[src/rtl/insn_exc_pkg.sv]
package insn_exc_pkg;
  localparam int CODE_W = 2;

  typedef enum logic [CODE_W-1:0] {
    EXC_NONE    = 2'b00,
    EXC_TRAP    = 2'b01,
    EXC_ILLEGAL = 2'b10,
    EXC_SLOT    = 2'b11
  } exc_code_e;

  typedef struct packed {
    logic trap;
    logic undef;
    logic dbranch;
    logic pcwr;
    logic long32;
    logic fpu;
    logic bank;
    logic div;
  } insn_class_t;
endpackage

[src/rtl/exc_slot_tracker.sv]
module exc_slot_tracker (
  input  logic clk,
  input  logic rst,
  input  logic accept,
  input  logic is_dbranch,
  input  logic raise,
  output logic in_slot
);
  always_ff @(posedge clk) begin
    if (rst) begin
      in_slot <= 1'b0;
    end else if (accept) begin
      // one accepted instruction consumes the slot; a clean delayed branch opens a new one
      in_slot <= is_dbranch && !raise;
    end
  end
endmodule

[src/rtl/exc_prioritizer.sv]
module exc_prioritizer
  import insn_exc_pkg::*;
#(
  parameter bit FPU_SLOT_RULE = 1'b1
) (
  input  insn_class_t cls,
  input  logic        in_slot,
  input  logic        fpu_standby,
  output exc_code_e   code
);
  logic fpu_bad;
  logic slot_bad;

  generate
    if (FPU_SLOT_RULE) begin : g_fpu_rule
      assign fpu_bad = cls.fpu && fpu_standby;
    end else begin : g_no_fpu_rule
      assign fpu_bad = 1'b0;
    end
  endgenerate

  always_comb begin
    slot_bad = in_slot && (cls.undef || cls.pcwr || cls.dbranch || cls.trap ||
                           cls.long32 || cls.bank || cls.div || fpu_bad);
    if (slot_bad)       code = EXC_SLOT;
    else if (cls.trap)  code = EXC_TRAP;
    else if (cls.undef) code = EXC_ILLEGAL;
    else                code = EXC_NONE;
  end
endmodule

[src/rtl/exc_issue_stage.sv]
module exc_issue_stage
  import insn_exc_pkg::*;
(
  input  logic                clk,
  input  logic                rst,
  input  logic                raise,
  input  exc_code_e           new_code,
  input  logic                prev_done,
  output logic                busy,
  output logic                exc_req,
  output logic [CODE_W-1:0]   exc_code
);
  exc_code_e held_code;
  exc_code_e fire_code;
  logic      fire;

  always_comb begin
    fire      = (busy || raise) && prev_done;
    fire_code = busy ? held_code : new_code;
  end

  always_ff @(posedge clk) begin
    if (rst) begin
      busy      <= 1'b0;
      held_code <= EXC_NONE;
      exc_req   <= 1'b0;
      exc_code  <= '0;
    end else begin
      exc_req  <= fire;
      exc_code <= fire ? fire_code : '0;
      if (fire) begin
        busy <= 1'b0;
      end else if (raise) begin
        busy      <= 1'b1;
        held_code <= new_code;
      end
    end
  end
endmodule

[src/rtl/insn_exc_classifier.sv]
module insn_exc_classifier
  import insn_exc_pkg::*;
#(
  parameter bit FPU_SLOT_RULE = 1'b1
) (
  input  logic              clk,
  input  logic              rst,
  input  logic              dec_valid,
  input  logic              dec_trap,
  input  logic              dec_undef,
  input  logic              dec_dbranch,
  input  logic              dec_pcwr,
  input  logic              dec_long,
  input  logic              dec_fpu,
  input  logic              dec_bank,
  input  logic              dec_div,
  input  logic              fpu_standby,
  input  logic              prev_done,
  output logic              exc_req,
  output logic [CODE_W-1:0] exc_code,
  output logic              in_slot
);
  insn_class_t cls;
  exc_code_e   cls_code;
  logic        busy;
  logic        accept;
  logic        raise;

  assign cls = '{trap: dec_trap, undef: dec_undef, dbranch: dec_dbranch,
                 pcwr: dec_pcwr, long32: dec_long, fpu: dec_fpu,
                 bank: dec_bank, div: dec_div};

  assign accept = dec_valid && !busy;
  assign raise  = accept && (cls_code != EXC_NONE);

  exc_slot_tracker u_slot (
    .clk(clk), .rst(rst), .accept(accept), .is_dbranch(dec_dbranch),
    .raise(raise), .in_slot(in_slot)
  );

  exc_prioritizer #(.FPU_SLOT_RULE(FPU_SLOT_RULE)) u_prio (
    .cls(cls), .in_slot(in_slot), .fpu_standby(fpu_standby), .code(cls_code)
  );

  exc_issue_stage u_issue (
    .clk(clk), .rst(rst), .raise(raise), .new_code(cls_code),
    .prev_done(prev_done), .busy(busy), .exc_req(exc_req), .exc_code(exc_code)
  );
endmodule

[config.mk]
export PLATFORM = sky130hd
export DESIGN_NAME = insn_exc_classifier
export DESIGN_NICKNAME = d
export VERILOG_FILES = /design/src/rtl/insn_exc_pkg.sv /design/src/rtl/exc_slot_tracker.sv /design/src/rtl/exc_prioritizer.sv /design/src/rtl/exc_issue_stage.sv /design/src/rtl/insn_exc_classifier.sv
export SDC_FILE = /design/constraint.sdc
export NUM_CORES = 1
export LEC_CHECK = 0
export BUFFER_PORTS_ARGS = -buffer_cell sky130_fd_sc_hd__buf_2
export CORE_AREA = 4 4 41 43
export DETAILED_ROUTE_END_ITERATION = 8
export DIE_AREA = 0 0 45 47
export GPL_ROUTABILITY_DRIVEN = 0
export GPL_TIMING_DRIVEN = 1
export HOLD_SLACK_MARGIN = 0.06
export SYNTH_ARGS = -nofsm -noshare
export SYNTH_HDL_FRONTEND = slang
export SYNTH_HIERARCHICAL = 1
export SYNTH_SLANG_ARGS = --single-unit
[constraint.sdc]
create_clock -name clk -period 2.6 [get_ports clk]
set_input_delay 0.52 -clock clk [delete_from_list [all_inputs] [get_ports clk]]
set_output_delay 0.52 -clock clk [all_outputs]
set_load 0.005 [all_outputs]
## Word-level counts from Yosys, hierarchy flattened

Cells that the tools add are included.

- Logic and storage cells: 30
- Output and inout bits: 4
- Register bits after elaboration: 7
- Input port bits: 13

- Bitwise gates (word level): 1
- Muxes and demuxes: 4
- Reduce and logical (&&, ||, !) cells: 20

Operators by type and width:

| cell | number |
|---|---|
| logical OR 1 bit | 8 |
| two-way mux 2 bit | 4 |
| logical AND 1 bit | 6 |
| OR reduction 2 bit | 2 |
| logical NOT 1 bit | 2 |
| AND reduction 2 bit | 1 |
| nonzero test 2 bit | 1 |
| inverter 1 bit | 1 |

## Depth between registers and ports, before layout

Gate-level depths: netlist of the first run.

- Word-level depth: 15
- Depth in mapped cells: 7
- Mapped depth without buffers: 7

## By module

Netlist of the first run, hierarchy kept.

Modules (own cells, without submodules):

| module | seq. area each (µm²) | instances | cells each | area each (µm²) |
|---|---|---|---|---|
| exc_issue_stage | 120.1 | 1 | 20 | 209.0 |
| exc_prioritizer | 0.0 | 1 | 8 | 52.6 |
| exc_slot_tracker | 20.0 | 1 | 4 | 42.5 |
| insn_exc_classifier | 0.0 | 1 | 2 | 21.3 |

## Least setup slack after synthesis of the first run

No wires, ideal clock.

- Kind: input to register
- From: input dec_fpu
- To: register u_issue.exc_code[0]
- Data arrival time: 1.650 ns
- Slack: 0.833 ns
- Cell stages on the path: 7
- Data required time: 2.483 ns
- Path buffers: 0
- Library setup time: 0.117 ns
- Cell sequence: a211o_1 -> nor4_2 -> o21ai_0 -> o21a_1 -> nor2b_1 -> a22oi_1 -> nor2_1

- Cells in the longest elaborated chain, start to end: 10
- Elaborated cells on any way between the ends: 11

Ends and longest elaborated chain:

| what | RTL line | text |
|---|---|---|
| from (decl) | insn_exc_classifier.sv:14 | `input logic dec_fpu,` |
| logical AND 1 bit | exc_prioritizer.sv:16 | `assign fpu_bad = cls.fpu && fpu_standby;` |
| logical OR 1 bit | exc_prioritizer.sv:24 | `cls.long32 \|\| cls.bank \|\| cls.div \|\| fpu_bad);` |
| logical AND 1 bit | exc_prioritizer.sv:23 | `slot_bad = in_slot && (cls.undef \|\| cls.pcwr \|\| cls.dbranch \|\| cls.trap \|\|` |
| two-way mux 2 bit | exc_prioritizer.sv:25 | `if (slot_bad) code = EXC_SLOT;` |
| named net cls_code[1] | insn_exc_classifier.sv:24 | `exc_code_e cls_code;` |
| nonzero test 2 bit | insn_exc_classifier.sv:34 | `assign raise = accept && (cls_code != EXC_NONE);` |
| logical AND 1 bit | insn_exc_classifier.sv:34 |  |
| named net raise | insn_exc_classifier.sv:27 | `logic raise;` |
| logical OR 1 bit | exc_issue_stage.sv:18 | `fire = (busy \|\| raise) && prev_done;` |
| logical AND 1 bit | exc_issue_stage.sv:18 |  |
| inverter 1 bit (no source line) | n/a |  |
| OR reduction 2 bit (no source line) | n/a |  |
| to (signal assigned) | exc_issue_stage.sv:30 | `exc_code <= fire ? fire_code : '0;` |
| to (decl) | exc_issue_stage.sv:11 | `output logic [CODE_W-1:0] exc_code` |

The timed path passes the listed nets, and every way through them passes these cells.
A chain may end at the register's enable or synchronous reset.

## Worst setup path in the final report of the first run

Ends and elaborated chain as after synthesis.

==> impl_metrics.ini, run 1 <==
[yosys]
syn-num-nets = 47
muxShareOfSynthArea_pct = 9.23
yosys_warnings = 6
yosysTopAreaCell = dfxtp_1
synth_ff_type = dfxtp_1
ys_ff_latch = 7
syn_area_per_cell_um2 = 9.57
syn_area_um2 = 325
synthMostInstantiatedCell = nor2_1
syn_inst = 34
synth_adder_area_share_pct = 0
ys_types = 16
synth_area_leaders = dfxtp_1 43%, mux2i_1 9.2%, nor2_1 9.2%
async_flop_share_pct = 0
yosysSeqAreaShare_pct = 43.1
yosys-top-cells-count = 8 x nor2_1, 7 x dfxtp_1, 3 x mux2i_1
synth_compound_area_share_pct = 15.4
synth_top_family_by_area = simple AND/OR/NAND/NOR gates
yosysTopAreaCellShare_pct = 43.1
synthSimpleGateAreaFrac_pct = 31.2
synthXorXnorAreaFrac_pct = 0
synth_edf_count = 0

[timing]
rsz0062_at_grt = no
worst_pin_slew_ns = 0.377
setup_violations = 0
tns_ns = 0
fmax_mhz = 573
slew_headroom_pct = 74.6
skew_ns = 0.00654
drv_slew = 0
layout_min_cycle_time_ns = 1.75
timing.final.crit_share_pct = 67.1
finalHoldViolCount = 0

[grt]
antenna_found_initial = 0
grt_pass1_wl_um = 1130
grt_overflow = 0
grt_usage_pct = 7.69
grt_pass1_vias = 307
grt_max_degree = 6

[clock_tree]
cts_setup_buffers = 0
htreeDepth = 1
cts_buffers = 3
cts_buffer_depth = 2
cts_root_buf = clkbuf_4
ctsResizeCount = 0
cts.sinks = 7
path_clk_slew_ns = 0.05
insertion_delay_ns = 0.25
hold_buffers = 0
cts_tree = done

[final_layout]
diodes = 0
fillerInstances = 146
drive_gt1_share_pct = 42.6
nets = 68
finish.utilization_pct = 34.6
area_delta_synth_final_pct = 38.5

[detailed_routing]
drt_pre_antenna_iters = 4
routed-via-count = 299
drt_iter0_drc = 11
antenna_left = 0
routedWlPerCell_um = 9.74
via_per_inst = 4.33
drc = 0
totalWireLength_um = 672

[power_and_ir_drop]
peakVddDrop_mv = 0.263
total_power_uw = 252
p_leak_nw = 0.202
p_per_area_nw_per_um2 = 560

[floorplanning]
dieArea_um2 = 2120
rows = 13
die_width_um = 45
die_h_um = 47
start_util_pct = 25.0
io_pins = 17
core_area_um2 = 1300

[worst_setup_path]
crit_arrival_ns = 1.89
critPathKind = in -> reg
cp-end-kind = flop
reg2reg_depth = 6
crit_required_ns = 2.74
cp_max_fo = 4
start_kind = input port
rrSetupSlack_ns = 1.07
r2r_start = u_slot/in_slot
worstReg2RegEnd = u_issue/held_code[1]

[min_path]
min_path_type = in -> reg
min_path_cells = 2
hold_start = rst
hold_end = u_slot/in_slot

[placed_design]
portBuffers = 16

[run]
maxCapViolations = 0

[run_status]
status = finished clean
[stage by stage]
stage	hold WS, ns	cell area, µm²	setup WS [ns]	cells
after global routing	0.475	450	0.701	69
final	0.487	450	0.855	69
after detailed placement	0.502	424	0.593	65
after floorplan	0.461	325	0.833	34
after global placement	0.492	424	0.606	65
after CTS	0.478	450	0.856	69
[power by group]
part,internal [mW],switching (mW)
clock,0.0584,0.0379
sequential,0.112,0.00359
combinational,0.0214,0.0184
[placed cells by master (no fill, tap or decap)]
cell       n
o21a_1     1
nand2b_1   2
nor4_2     1
a21oi_2    1
a22oi_1    2
inv_1      1
o21ai_0    1
clkbuf_4   3
nor2_1     8
nand3b_1   1
dfxtp_1    7
clkbuf_1   1
a211o_1    1
nor2b_4    2
mux2i_1    3
a21oi_1    1
nor3_1     1
nor2b_1    1
buf_2     16
[metal layers]
layer	vias up	GRT usage, %	wire [µm]
li1	157	-	-
met1	133	5.96	219
met2	9	15.0	409
met3	0	4.60	43
met4	0	3.51	0
met5	-	0	0
[cells by family after synthesis]
kind of cell | Yosys count
flops | 7
compound gates | 7
mux | 3
buf+inv | 1
simple gates | 16
[layout make-up]
| type | instances | area (µm²) | area share (%) |
|---|---|---|---|
| well taps | 15 | 18.8 | 4.17 |
| flip-flops and latches | 7 | 140 | 31.1 |
| repair buffers | 16 | 80.1 | 17.8 |
| multi-input cells | 26 | 181 | 40.3 |
| clock buffers | 4 | 26.3 | 5.83 |
| inverters | 1 | 3.75 | 0.833 |
[worst max-delay path by stage]
stage / startpoint / endpoint / depth (start not counted)
global route: dec_fpu / u_issue/exc_code[1] / 8
floorplan: dec_fpu / u_issue/exc_code[0] / 7
CTS: dec_fpu / u_issue/exc_code[0] / 8
detailed placement: dec_fpu / u_issue/exc_code[0] / 8
global placement: dec_fpu / u_issue/exc_code[0] / 8
finish: dec_fpu / u_issue/exc_code[0] / 8
[worst max-delay path: stages]
cell and delay, ns:
buf_2 0.09, a211o_1 0.29, nor4_2 0.17, o21ai_0 0.20, o21a_1 0.25, nor2b_1 0.15, a22oi_1 0.16, nor2_1 0.05
[flip-flops by register name (all words and copies together) (netlist names)]
name	count
u_issue/exc_code	2
u_issue/held_code	2
u_issue/busy	1
u_issue/exc_req	1
u_slot/in_slot	1
(Power assumes the default switching activity.)
==> run 2: changes to the inputs <==
- clock period: 2.6 -> 1.7 ns (I/O delays scaled with it)
==> run 2 against run 1 <==
Power is 57% higher. Non-clock buffer count is 3 higher. Clock power is 55% higher. Highest routed layer unchanged. Largest power group unchanged. Setup slack worse by 0.64 ns. Clock skew is 0.0020 ns lower. Combinational power is 72% higher. Register-to-register slack worse by 0.74 ns. Worst hold slack worse by 0.18 ns. Via count is 3.0% higher.
==> impl_metrics.ini, run 2 (synthesis results as in run 1) <==
[clock_tree]
insertion_delay_ns = 0.25
ctsResizeCount = 0
cts_setup_buffers = 0
cts_buffer_depth = 2
hold_buffers = 0
htreeDepth = 1
cts_tree = done
cts_root_buf = clkbuf_4
path_clk_slew_ns = 0.05
cts_buffers = 3
cts.sinks = 7

[run]
maxCapViolations = 0

[final_layout]
area_delta_synth_final_pct = 45.4
nets = 71
reg_top3 = u_issue/exc_code (2), u_issue/held_code (2)
drive_gt1_share_pct = 45.6
regArea_um2 = 140
final_cell_mix = 16 x buf_2, 8 x nor2_1, 7 x dfxtp_1
diodes = 0
fillerInstances = 157
multiInputGateArea_um2 = 181
final_common_cell = buf_2

[detailed_routing]
totalWireLength_um = 680
antenna_left = 0
via_per_inst = 4.28
routedWlPerCell_um = 9.44
drt_iter0_drc = 1
drc = 0
routed-via-count = 308
drt_pre_antenna_iters = 2

[run_status]
status = finished clean

[placed_design]
portBuffers = 16
dp_slack_ns = -0.0511
dp_hpwl_um = 569

[timing]
drv_slew = 0
slew_headroom_pct = 84.0
setup_violations = 0
timing.final.crit_share_pct = 87.2
fmax_mhz = 675
skew_ns = 0.00458
finalHoldViolCount = 0
worst_pin_slew_ns = 0.238
worst_slack_ns = 0.218
fin_hold_ws_ns = 0.303
rsz0062_at_grt = no
layout_min_cycle_time_ns = 1.48

[power_and_ir_drop]
peakVddDrop_mv = 0.470
p_leak_nw = 0.217
total_power_uw = 395
p_per_area_nw_per_um2 = 835

[floorplanning]
io_pins = 17
die_h_um = 47
core_area_um2 = 1300
die_width_um = 45
rows = 13
start_util_pct = 25.0
dieArea_um2 = 2120

[grt]
antenna_found_initial = 0
grt_pass1_wl_um = 1260
grt_pass1_vias = 310
grt_usage_pct = 8.47
grt_overflow = 0
grt_max_degree = 6

[worst_setup_path]
r2r_start = u_slot/in_slot
critPathKind = in -> reg
crit_end = u_issue/exc_code[1]
cp_max_fo = 4
crit_arrival_ns = 1.62
reg2reg_depth = 6
rrSetupSlack_ns = 0.33
crit_path_start = dec_fpu
start_kind = input port
cp-end-kind = flop
worstReg2RegEnd = u_issue/held_code[0]
crit_required_ns = 1.84

[min_path]
min_path_type = in -> reg
run 2: cell types whose count changed in the layout (fill, tap and decap cells not counted):
cell and delta:
buf_4 +3
run 2: worst min path at each step:
| stage | startpoint | to | cells after the start |
|---|---|---|---|
| 2_1_floorplan | rst | u_slot/in_slot | 1 |
| 3_3_place_gp | u_issue/held_code[1] | u_issue/held_code[1] | 2 |
| 3_5_place_dp | u_issue/held_code[0] | u_issue/held_code[0] | 2 |
| 4_1_cts | rst | u_slot/in_slot | 2 |
| 5_1_grt | rst | u_slot/in_slot | 2 |
| 6_report | rst | u_slot/in_slot | 2 |
run 2: power by group:
group / total, mW / switching (mW) / internal [mW]
Clock: 0.149 / 0.0597 / 0.0894
Sequential: 0.177 / 0.00538 / 0.172
Combinational: 0.0684 / 0.0292 / 0.0392
Total: 0.395 / 0.0943 / 0.301
run 2: area by class of cell:
cell class                 count  area share, %
multi-input combinational     26           38.4
sequential                     7           29.6
timing repair buffer          19           21.7
clock buffer                   4           5.56
tap                           15           3.97
inverter                       1          0.794
run 2: layer usage:
metal | GRT usage (%) | routed length [µm] | vias to the layer above
li1 | - | - | 163
met1 | 7.78 | 226 | 137
met2 | 15.5 | 406 | 8
met3 | 5.75 | 47 | 0
met4 | 1.75 | 0 | 0
met5 | 0 | 0 | -
run 2: critical path, stage by stage:
cell and delay [ns]:
buf_2 0.09, a211o_1 0.29, nor4_2 0.17, o21ai_0 0.14, o21a_1 0.23, nor2b_1 0.15, a22oi_1 0.16, nor2_1 0.06
run 2: through the flow:
stage | utilization, % | std cells | instance area [µm²] | setup TNS, ns
finish | 36.3 | 72 | 473 | 0
CTS | 36.3 | 72 | 473 | 0
detailed placement | 34.3 | 68 | 447 | -0.138
floorplan | - | 34 | 325 | 0
global route | 36.3 | 72 | 473 | 0
global placement | 34.3 | 68 | 447 | -0.104
